===== config.mk =====
export PLATFORM = sky130hd
export DESIGN_NAME = bus_perm_filter
export DESIGN_NICKNAME = d
export VERILOG_FILES = /design/src/rtl/bpf_pkg.sv /design/src/rtl/bpf_grant_eval.sv /design/src/rtl/bpf_datapath.sv /design/src/rtl/bpf_ctrl.sv /design/src/rtl/bus_perm_filter.sv
export SDC_FILE = /design/constraint.sdc
export NUM_CORES = 1
export LEC_CHECK = 0
export ABC_AREA = 1
export BUFFER_PORTS_ARGS = -buffer_cell sky130_fd_sc_hd__buf_2
export CAP_MARGIN = 10
export CORE_AREA = 2 2 81 83
export CTS_CLUSTER_DIAMETER = 150
export DETAILED_ROUTE_END_ITERATION = 10
export DIE_AREA = 0 0 83 85
export GPL_TIMING_DRIVEN = 0
export PLACE_DENSITY = 0.83
export SLEW_MARGIN = 10
export SYNTH_ARGS = -nofsm -noshare
export SYNTH_HDL_FRONTEND = slang
export SYNTH_SLANG_ARGS = --single-unit
export TNS_END_PERCENT = 10

===== constraint.sdc =====
create_clock -name clk -period 4.9 [get_ports clk]
set_input_delay 0.49 -clock clk [delete_from_list [all_inputs] [get_ports clk]]
set_output_delay 0.49 -clock clk [all_outputs]
set_load 0.03 [all_outputs]

===== src/rtl/bpf_pkg.sv =====
package bpf_pkg;

  localparam int PERM_W = 8;
  localparam int MASTER_N = 4;

  // security/privilege bit positions inside a permission byte
  localparam int BIT_NS_UNPRIV = 0;
  localparam int BIT_NS_PRIV   = 1;
  localparam int BIT_S_UNPRIV  = 2;
  localparam int BIT_S_PRIV    = 3;

  typedef enum logic [1:0] {
    MST_CORE0 = 2'd0,
    MST_CORE1 = 2'd1,
    MST_DMA   = 2'd2,
    MST_DEBUG = 2'd3
  } master_e;

  typedef enum logic [1:0] {
    CLS_OPEN       = 2'd0,
    CLS_SECURE_ANY = 2'd1,
    CLS_RESTRICTED = 2'd2,
    CLS_CLOSED     = 2'd3
  } region_class_e;

  localparam logic [PERM_W-1:0] WORD_OPEN       = 8'hFF;
  localparam logic [PERM_W-1:0] WORD_SECURE_ANY = 8'hFC;
  localparam logic [PERM_W-1:0] WORD_RESTRICTED = 8'hB8;
  localparam logic [PERM_W-1:0] WORD_CLOSED     = 8'h00;

  // strobes from the control to the datapath
  typedef struct packed {
    logic permWe;      // write the addressed permission byte
    logic clearAll;    // restore all permission bytes to defaults
    logic forceCore1;  // level: core 1 judged non-secure
  } ctrl_strobe_t;

  function automatic logic [PERM_W-1:0] classDefault(input logic [1:0] cls);
    case (region_class_e'(cls))
      CLS_OPEN:       return WORD_OPEN;
      CLS_SECURE_ANY: return WORD_SECURE_ANY;
      CLS_RESTRICTED: return WORD_RESTRICTED;
      default:        return WORD_CLOSED;
    endcase
  endfunction

endpackage


===== src/rtl/bpf_grant_eval.sv =====
module bpf_grant_eval
  import bpf_pkg::*;
(
  input  logic [PERM_W-1:0] word,
  input  logic              regionOk,
  input  logic [1:0]        master,
  input  logic              secure,
  input  logic              priv,
  input  logic              forceCore1,
  output logic              grant
);

  logic effSecure;
  logic masterOk;
  logic secOk;

  // core 1 loses its secure flag while the force bit is set
  assign effSecure = secure & ~(forceCore1 & (master_e'(master) == MST_CORE1));

  // master bits occupy 4..7, so index is {1, master}
  assign masterOk = word[{1'b1, master}];

  always_comb begin
    unique case ({effSecure, priv})
      2'b11:   secOk = word[BIT_S_PRIV];
      2'b10:   secOk = word[BIT_S_PRIV] & word[BIT_S_UNPRIV];
      2'b01:   secOk = word[BIT_NS_PRIV];
      default: secOk = word[BIT_NS_PRIV] & word[BIT_NS_UNPRIV];
    endcase
  end

  assign grant = regionOk & masterOk & secOk;

endmodule


===== src/rtl/bpf_datapath.sv =====
module bpf_datapath
  import bpf_pkg::*;
#(
  parameter int NUM_REGIONS = 8,
  parameter logic [2*NUM_REGIONS-1:0] REGION_CLASS = 16'hA950,
  localparam int IW  = (NUM_REGIONS > 1) ? $clog2(NUM_REGIONS) : 1,
  localparam int RIW = $clog2(NUM_REGIONS) + 1
) (
  input  logic              clk,
  input  logic              rstN,
  input  ctrl_strobe_t      strb,
  input  logic [IW-1:0]     permIdx,
  input  logic [PERM_W-1:0] permData,
  output logic [PERM_W-1:0] permRdWord,
  input  logic [1:0]        accMaster,
  input  logic              accSecure,
  input  logic              accPriv,
  input  logic [RIW-1:0]    accRegion,
  output logic              accGrant
);

  logic [PERM_W-1:0] permQ [NUM_REGIONS];
  logic [PERM_W-1:0] accWord;
  logic              regionOk;

  // one register per region, each with its own class default
  for (genvar g = 0; g < NUM_REGIONS; g++) begin : g_region
    localparam logic [PERM_W-1:0] DEF = classDefault(REGION_CLASS[2*g +: 2]);
    always_ff @(posedge clk) begin
      if (!rstN) begin
        permQ[g] <= DEF;
      end else if (strb.clearAll) begin
        // restore has priority over a coinciding write
        permQ[g] <= DEF;
      end else if (strb.permWe && (permIdx == IW'(g))) begin
        permQ[g] <= permData;
      end
    end
  end

  // configuration readback
  always_comb begin
    permRdWord = '0;
    for (int i = 0; i < NUM_REGIONS; i++) begin
      if (permIdx == IW'(i)) permRdWord = permQ[i];
    end
  end

  // access side selection
  assign regionOk = (accRegion < RIW'(NUM_REGIONS));

  always_comb begin
    accWord = '0;
    for (int i = 0; i < NUM_REGIONS; i++) begin
      if (accRegion == RIW'(i)) accWord = permQ[i];
    end
  end

  bpf_grant_eval u_eval (
    .word      (accWord),
    .regionOk  (regionOk),
    .master    (accMaster),
    .secure    (accSecure),
    .priv      (accPriv),
    .forceCore1(strb.forceCore1),
    .grant     (accGrant)
  );

endmodule


===== src/rtl/bpf_ctrl.sv =====
module bpf_ctrl
  import bpf_pkg::*;
#(
  parameter int NUM_REGIONS = 8,
  localparam int IW = (NUM_REGIONS > 1) ? $clog2(NUM_REGIONS) : 1,
  localparam int AW = $clog2(NUM_REGIONS + 3)
) (
  input  logic                clk,
  input  logic                rstN,
  input  logic                cfgWrEn,
  input  logic [1:0]          cfgMaster,
  input  logic [AW-1:0]       cfgAddr,
  input  logic [PERM_W-1:0]   cfgWrData,
  output logic [PERM_W-1:0]   cfgRdData,
  input  logic [PERM_W-1:0]   permRdWord,
  output ctrl_strobe_t        strb,
  output logic [IW-1:0]       permIdx,
  output logic [PERM_W-1:0]   permData,
  output logic [MASTER_N-1:0] lockBits,
  output logic                forceBit
);

  localparam logic [AW-1:0] LOCK_A  = AW'(NUM_REGIONS);
  localparam logic [AW-1:0] FORCE_A = AW'(NUM_REGIONS + 1);
  localparam logic [AW-1:0] CLEAR_A = AW'(NUM_REGIONS + 2);
  localparam logic [MASTER_N-1:0] LOCK_RESET = 4'b0100;

  logic [MASTER_N-1:0] lockQ;
  logic                forceQ;
  logic                clearPend;
  logic                writeOk;
  logic                hitPerm;

  // writes from a locked master are dropped silently
  assign writeOk = cfgWrEn & ~lockQ[cfgMaster];
  assign hitPerm = (cfgAddr < LOCK_A);

  always_ff @(posedge clk) begin
    if (!rstN) begin
      lockQ <= LOCK_RESET;
    end else if (writeOk && (cfgAddr == LOCK_A)) begin
      lockQ <= lockQ | cfgWrData[MASTER_N-1:0];
    end
  end

  always_ff @(posedge clk) begin
    if (!rstN) begin
      forceQ <= 1'b0;
    end else if (writeOk && (cfgAddr == FORCE_A)) begin
      forceQ <= cfgWrData[1];
    end
  end

  // restore is registered: applied on the edge after the write
  always_ff @(posedge clk) begin
    if (!rstN) begin
      clearPend <= 1'b0;
    end else begin
      clearPend <= writeOk & (cfgAddr == CLEAR_A) & cfgWrData[0];
    end
  end

  always_comb begin
    strb            = '0;
    strb.permWe     = writeOk & hitPerm;
    strb.clearAll   = clearPend;
    strb.forceCore1 = forceQ;
  end

  assign permIdx  = cfgAddr[IW-1:0];
  assign permData = cfgWrData;
  assign lockBits = lockQ;
  assign forceBit = forceQ;

  always_comb begin
    cfgRdData = '0;
    if (hitPerm) begin
      cfgRdData = permRdWord;
    end else if (cfgAddr == LOCK_A) begin
      cfgRdData = {{(PERM_W-MASTER_N){1'b0}}, lockQ};
    end else if (cfgAddr == FORCE_A) begin
      cfgRdData = {{(PERM_W-2){1'b0}}, forceQ, 1'b0};
    end
  end

endmodule


===== src/rtl/bus_perm_filter.sv =====
module bus_perm_filter
  import bpf_pkg::*;
#(
  parameter int NUM_REGIONS = 8,
  parameter logic [2*NUM_REGIONS-1:0] REGION_CLASS = 16'hA950
) (
  input  logic                               clk,
  input  logic                               rstN,
  input  logic [1:0]                         accMaster,
  input  logic                               accSecure,
  input  logic                               accPriv,
  input  logic [$clog2(NUM_REGIONS):0]       accRegion,
  output logic                               accGrant,
  input  logic                               cfgWrEn,
  input  logic [1:0]                         cfgMaster,
  input  logic [$clog2(NUM_REGIONS+3)-1:0]   cfgAddr,
  input  logic [7:0]                         cfgWrData,
  output logic [7:0]                         cfgRdData
);

  localparam int IW = (NUM_REGIONS > 1) ? $clog2(NUM_REGIONS) : 1;

  ctrl_strobe_t        strb;
  logic [IW-1:0]       permIdx;
  logic [PERM_W-1:0]   permData;
  logic [PERM_W-1:0]   permRdWord;
  logic [MASTER_N-1:0] lockBits;
  logic                forceBit;

  bpf_ctrl #(.NUM_REGIONS(NUM_REGIONS)) u_ctrl (
    .clk       (clk),
    .rstN      (rstN),
    .cfgWrEn   (cfgWrEn),
    .cfgMaster (cfgMaster),
    .cfgAddr   (cfgAddr),
    .cfgWrData (cfgWrData),
    .cfgRdData (cfgRdData),
    .permRdWord(permRdWord),
    .strb      (strb),
    .permIdx   (permIdx),
    .permData  (permData),
    .lockBits  (lockBits),
    .forceBit  (forceBit)
  );

  bpf_datapath #(
    .NUM_REGIONS (NUM_REGIONS),
    .REGION_CLASS(REGION_CLASS)
  ) u_dp (
    .clk       (clk),
    .rstN      (rstN),
    .strb      (strb),
    .permIdx   (permIdx),
    .permData  (permData),
    .permRdWord(permRdWord),
    .accMaster (accMaster),
    .accSecure (accSecure),
    .accPriv   (accPriv),
    .accRegion (accRegion),
    .accGrant  (accGrant)
  );

endmodule


==> load_flow_metrics.sql <==
INSERT INTO impl_metrics (metric_group, metric, value, unit) VALUES
('die', 'fp.coreArea', '0.00620', 'mm²'),
('detailed_routing', 'drt_pre_antenna_iters', '6', ''),
('clock_network', 'h_tree_depth_reported_by_cts', '3', ''),
('placed_design', 'sum_of_net_half_perimeters_after_detailed_placement', '8220', 'µm'),
('placed_design', 'dpl_cell_area', '0.00411', 'mm²'),
('setup_path', 'critical_path_required', '4410', 'ps'),
('clock_network', 'clock_path_buffers', '2', ''),
('detailed_routing', 'detail_route.wirelength', '10900', 'µm'),
('setup_path', 'critPathKind', 'input port to primary output', ''),
('setup_path', 'worstPathMaxFanout', '10', ''),
('detailed_routing', 'drt-wirelength-per-cell', '18.1', 'µm'),
('clock_network', 'clock_sinks', '70', ''),
('die', 'die_area', '0.00706', 'mm²'),
('sta', 'setup-tns-final', '0', 'ps'),
('sta', 'timing.final.setup_violations', '0', ''),
('sta', 'final.setup_skew', '8.24', 'ps'),
('sta', 'slew_violations', '0', ''),
('sta', 'hold_ws', '376', 'ps'),
('synthesis', 'ys.warnings.count', '0', ''),
('clock_network', 'postCtsResizedCells', '0', ''),
('cells_and_area', 'post_route_cells_drive_above_1_share', '14.6', '%'),
('cells_and_area', 'post_route_non_filler_standard_cell_count', '605', ''),
('placed_design', 'gpl.final_weighted_congestion', '0.947', ''),
('pwr', 'ir_drop', '0.306', 'mV'),
('setup_path', 'critPathLaunch', 'cfgAddr[1]', ''),
('clock_network', 'tritoncts_clock_tree', 'done', ''),
('detailed_routing', 'drc_violations_left', '0', ''),
('setup_path', 'reg_to_reg_critical_path_endpoint', 'u_dp.permQ[0][23]', ''),
('synthesis', 'netlist-cell-type-count', '28', ''),
('run_status', 'status', 'finished clean', ''),
('grt', 'gr-usage-all-layers', '32.7', '%'),
('clock_network', 'ctsRootBufferMaster', 'clkbuf_8', ''),
('synthesis', 'ys_seq_area_share', '53.0', '%'),
('cells_and_area', 'final_nets', '548', ''),
('clock_network', 'clk_pin_slew_worst_setup_hold_paths', '70', 'ps'),
('grt', 'via_count_of_the_first_global_routing_pass', '3258', ''),
('grt', 'globalRouteOverflowTotal', '0', ''),
('detailed_routing', 'via_density_per_instance', '5.82', ''),
('grt', 'maximum_number_of_pins_on_one_net_before_global_route_repair', '13', ''),
('die', 'floorplan.die.height', '85', 'µm'),
('cells_and_area', 'syn_to_final_growth', '12.2', '%'),
('setup_path', 'worst_r2r_start', 'u_ctrl.lockBits[1]', ''),
('cells_and_area', 'postLayoutCellArea', '0.00433', 'mm²'),
('placed_design', 'placement.io_buffers', '32', ''),
('clock_network', 'insertion_delay', '350', 'ps'),
('setup_path', 'rr_worst_depth', '8', ''),
('synthesis', 'syn-mean-instance-area', '8.03', 'µm²'),
('sta', 'min_period_over_period', '53.7', '%'),
('clock_network', 'cts_post_setup_buffers_inserted', '0', ''),
('pwr', 'powerDensity', '312', 'mW/mm²'),
('sta', 'timing.max_slew.rel_slack', '28.5', '%'),
('sta', 'max_freq', '380', 'MHz'),
('run', 'max-cap-violations', '0', ''),
('synthesis', 'synth_seq_cells', '70', ''),
('detailed_routing', 'num_vias', '3524', ''),
('setup_path', 'worstSetupEndpointType', 'primary output', ''),
('pwr', 'totalPowerFinal', '1350', 'µW'),
('sta', 'tightestPinTransition', '1060', 'ps'),
('detailed_routing', 'route.antenna.remaining_nets', '0', ''),
('die', 'rows', '29', ''),
('setup_path', 'cp_launch_type', 'input port', ''),
('detailed_routing', 'initialDrtViolationCount', '394', ''),
('setup_path', 'timing.reg2reg.setup_slack', '2490', 'ps'),
('clock_network', 'cts_inserted_buffers', '9', ''),
('die', 'die_w', '83', 'µm'),
('die', 'ioPinCount', '34', ''),
('die', 'starting_density', '62.1', '%'),
('synthesis', 'post_synth_instance_area', '0.00386', 'mm²'),
('sta', 'rsz0062_at_grt', 'false', ''),
('placed_design', 'placed_cells', '589', ''),
('cells_and_area', 'antenna_diode_instance_count', '0', ''),
('setup_path', 'critical_path_endpoint', 'cfgRdData[3]', ''),
('synthesis', 'synth.net_count', '505', ''),
('pwr', 'power.static_leakage', '0.00173', 'µW'),
('grt', 'global_route_wire_length_before_repair', '17300', 'µm'),
('synthesis', 'synthesis.instances', '480', ''),
('sta', 'final_hold_viol_count', '0', ''),
('hold_path', 'worst_hold_path_type', 'input port to register', ''),
('grt', 'antenna_violations_before_repair', '0', ''),
('setup_path', 'cp.arrival', '2140', 'ps'),
('clock_network', 'cts-hold-fix-buffers', '0', ''),
('sta', 'period_needed', '2630', 'ps');
[synthesized netlist by cell type]
cell type / number / area, µm²
nand2_1: 161 / 604
buf_2: 3 / 15.0
or2_2: 2 / 12.5
o2111ai_1: 1 / 8.76
nand4_1: 11 / 68.8
a41o_1: 1 / 10.0
nor2_1: 44 / 165
dfxtp_1: 6 / 120
nor3_1: 2 / 10.0
nor2_2: 4 / 25.0
nand2_2: 1 / 6.26
a31oi_1: 1 / 6.26
nor3_2: 4 / 40.0
inv_1: 53 / 199
clkbuf_4: 1 / 7.51
nor2_4: 1 / 11.3
o221ai_1: 1 / 8.76
and3_1: 1 / 6.26
nand3_1: 46 / 230
inv_2: 14 / 52.6
o22ai_1: 3 / 18.8
clkbuf_1: 2 / 7.51
a21oi_1: 23 / 115
buf_6: 2 / 22.5
o21ai_0: 17 / 85.1
o211ai_1: 9 / 67.6
o21ai_1: 2 / 10.0
edfxtp_1: 64 / 1920
[logic make-up (layout without fill, tap and decap cells)]
logic type	count (synthesis)	count (layout)	share of synthesized area (%)
AO/OA/AOI/OAI	58	58	8.57
buffers and inverters	75	123	7.88
AND/OR/NAND/NOR	277	277	30.6
flip-flops	70	70	53.0
[layout make-up]
type / count / area (µm²)
fillers: 510 / 1880
clock buffers: 10 / 128
plain buffers: 8 / 52.6
multi-input cells: 335 / 1510
clock inverters: 6 / 85.1
repair buffers: 32 / 160
flip-flops and latches: 70 / 2040
inverters: 67 / 251
well taps: 77 / 96.3
[placed cells by master (no fill, tap or decap), types with 6 or more instances in the layout]
| cell type | instances |
|---|---|
| nor2_1 | 44 |
| a21oi_1 | 23 |
| inv_2 | 14 |
| clkbuf_8 | 9 |
| nand4_1 | 11 |
| edfxtp_1 | 64 |
| nand3_1 | 46 |
| dfxtp_1 | 6 |
| inv_1 | 53 |
| o21ai_0 | 16 |
| o211ai_1 | 9 |
| nand2_1 | 161 |
| buf_2 | 35 |
[flip-flops by register name, indices dropped and copies added (netlist names)]
signal,flops
u_dp.permQ,64
u_ctrl.lockBits,4
u_ctrl.forceBit,1
u_ctrl.clearPend,1
[power by group]
group	total (µW)	switching (µW)	leakage (µW)	internal, µW
registers	666	6.59	0.000565	659
clock network	518	231	0.000106	286
logic	167	120	0.00105	46.2
total	1350	358	0.00173	992
[worst max-delay path: stages]
cell and delay [ps]:
buf_2 110, inv_2 110, nand2_1 70, nor2_1 360, inv_2 170, o22ai_1 250, o2111ai_1 200, nand2_1 110
o21ai_0 80, buf_2 180
[metal layers]
| layer | wire length, µm | vias up | track usage (%) | part of all wire, % |
|---|---|---|---|---|
| met1 | 4530 | 1582 | 47.6 | 41 |
| met4 | 270 | 0 | 12.1 | 2.5 |
| met2 | 4840 | 242 | 48.3 | 44 |
| met5 | 0 | - | 0 | 0 |
| met3 | 1300 | 22 | 7.78 | 12 |
| li1 | - | 1678 | - | - |
[worst min path at each step]
stage | slack, ps | endpoint | depth (start not counted) | from
after floorplan | 420 | u_ctrl.lockBits[2] | 2 | u_ctrl.lockBits[2]
after global placement | 450 | u_ctrl.lockBits[2] | 2 | u_ctrl.lockBits[2]
after detailed placement | 470 | u_ctrl.lockBits[1] | 2 | u_ctrl.lockBits[1]
after CTS | 380 | u_ctrl.lockBits[2] | 3 | cfgWrData[2]
after global routing | 370 | u_ctrl.lockBits[2] | 2 | rstN
final | 380 | u_ctrl.lockBits[2] | 3 | cfgWrData[2]
[through the flow]
stage / utilization (%) / setup slack (ps)
floorplan: - / 2600
global placement: 66.3 / 2120
detailed placement: 66.3 / 2060
CTS: 69.7 / 2300
global route: 69.7 / 2100
finish: 69.7 / 2270
Power figures use the tool's default switching activity.
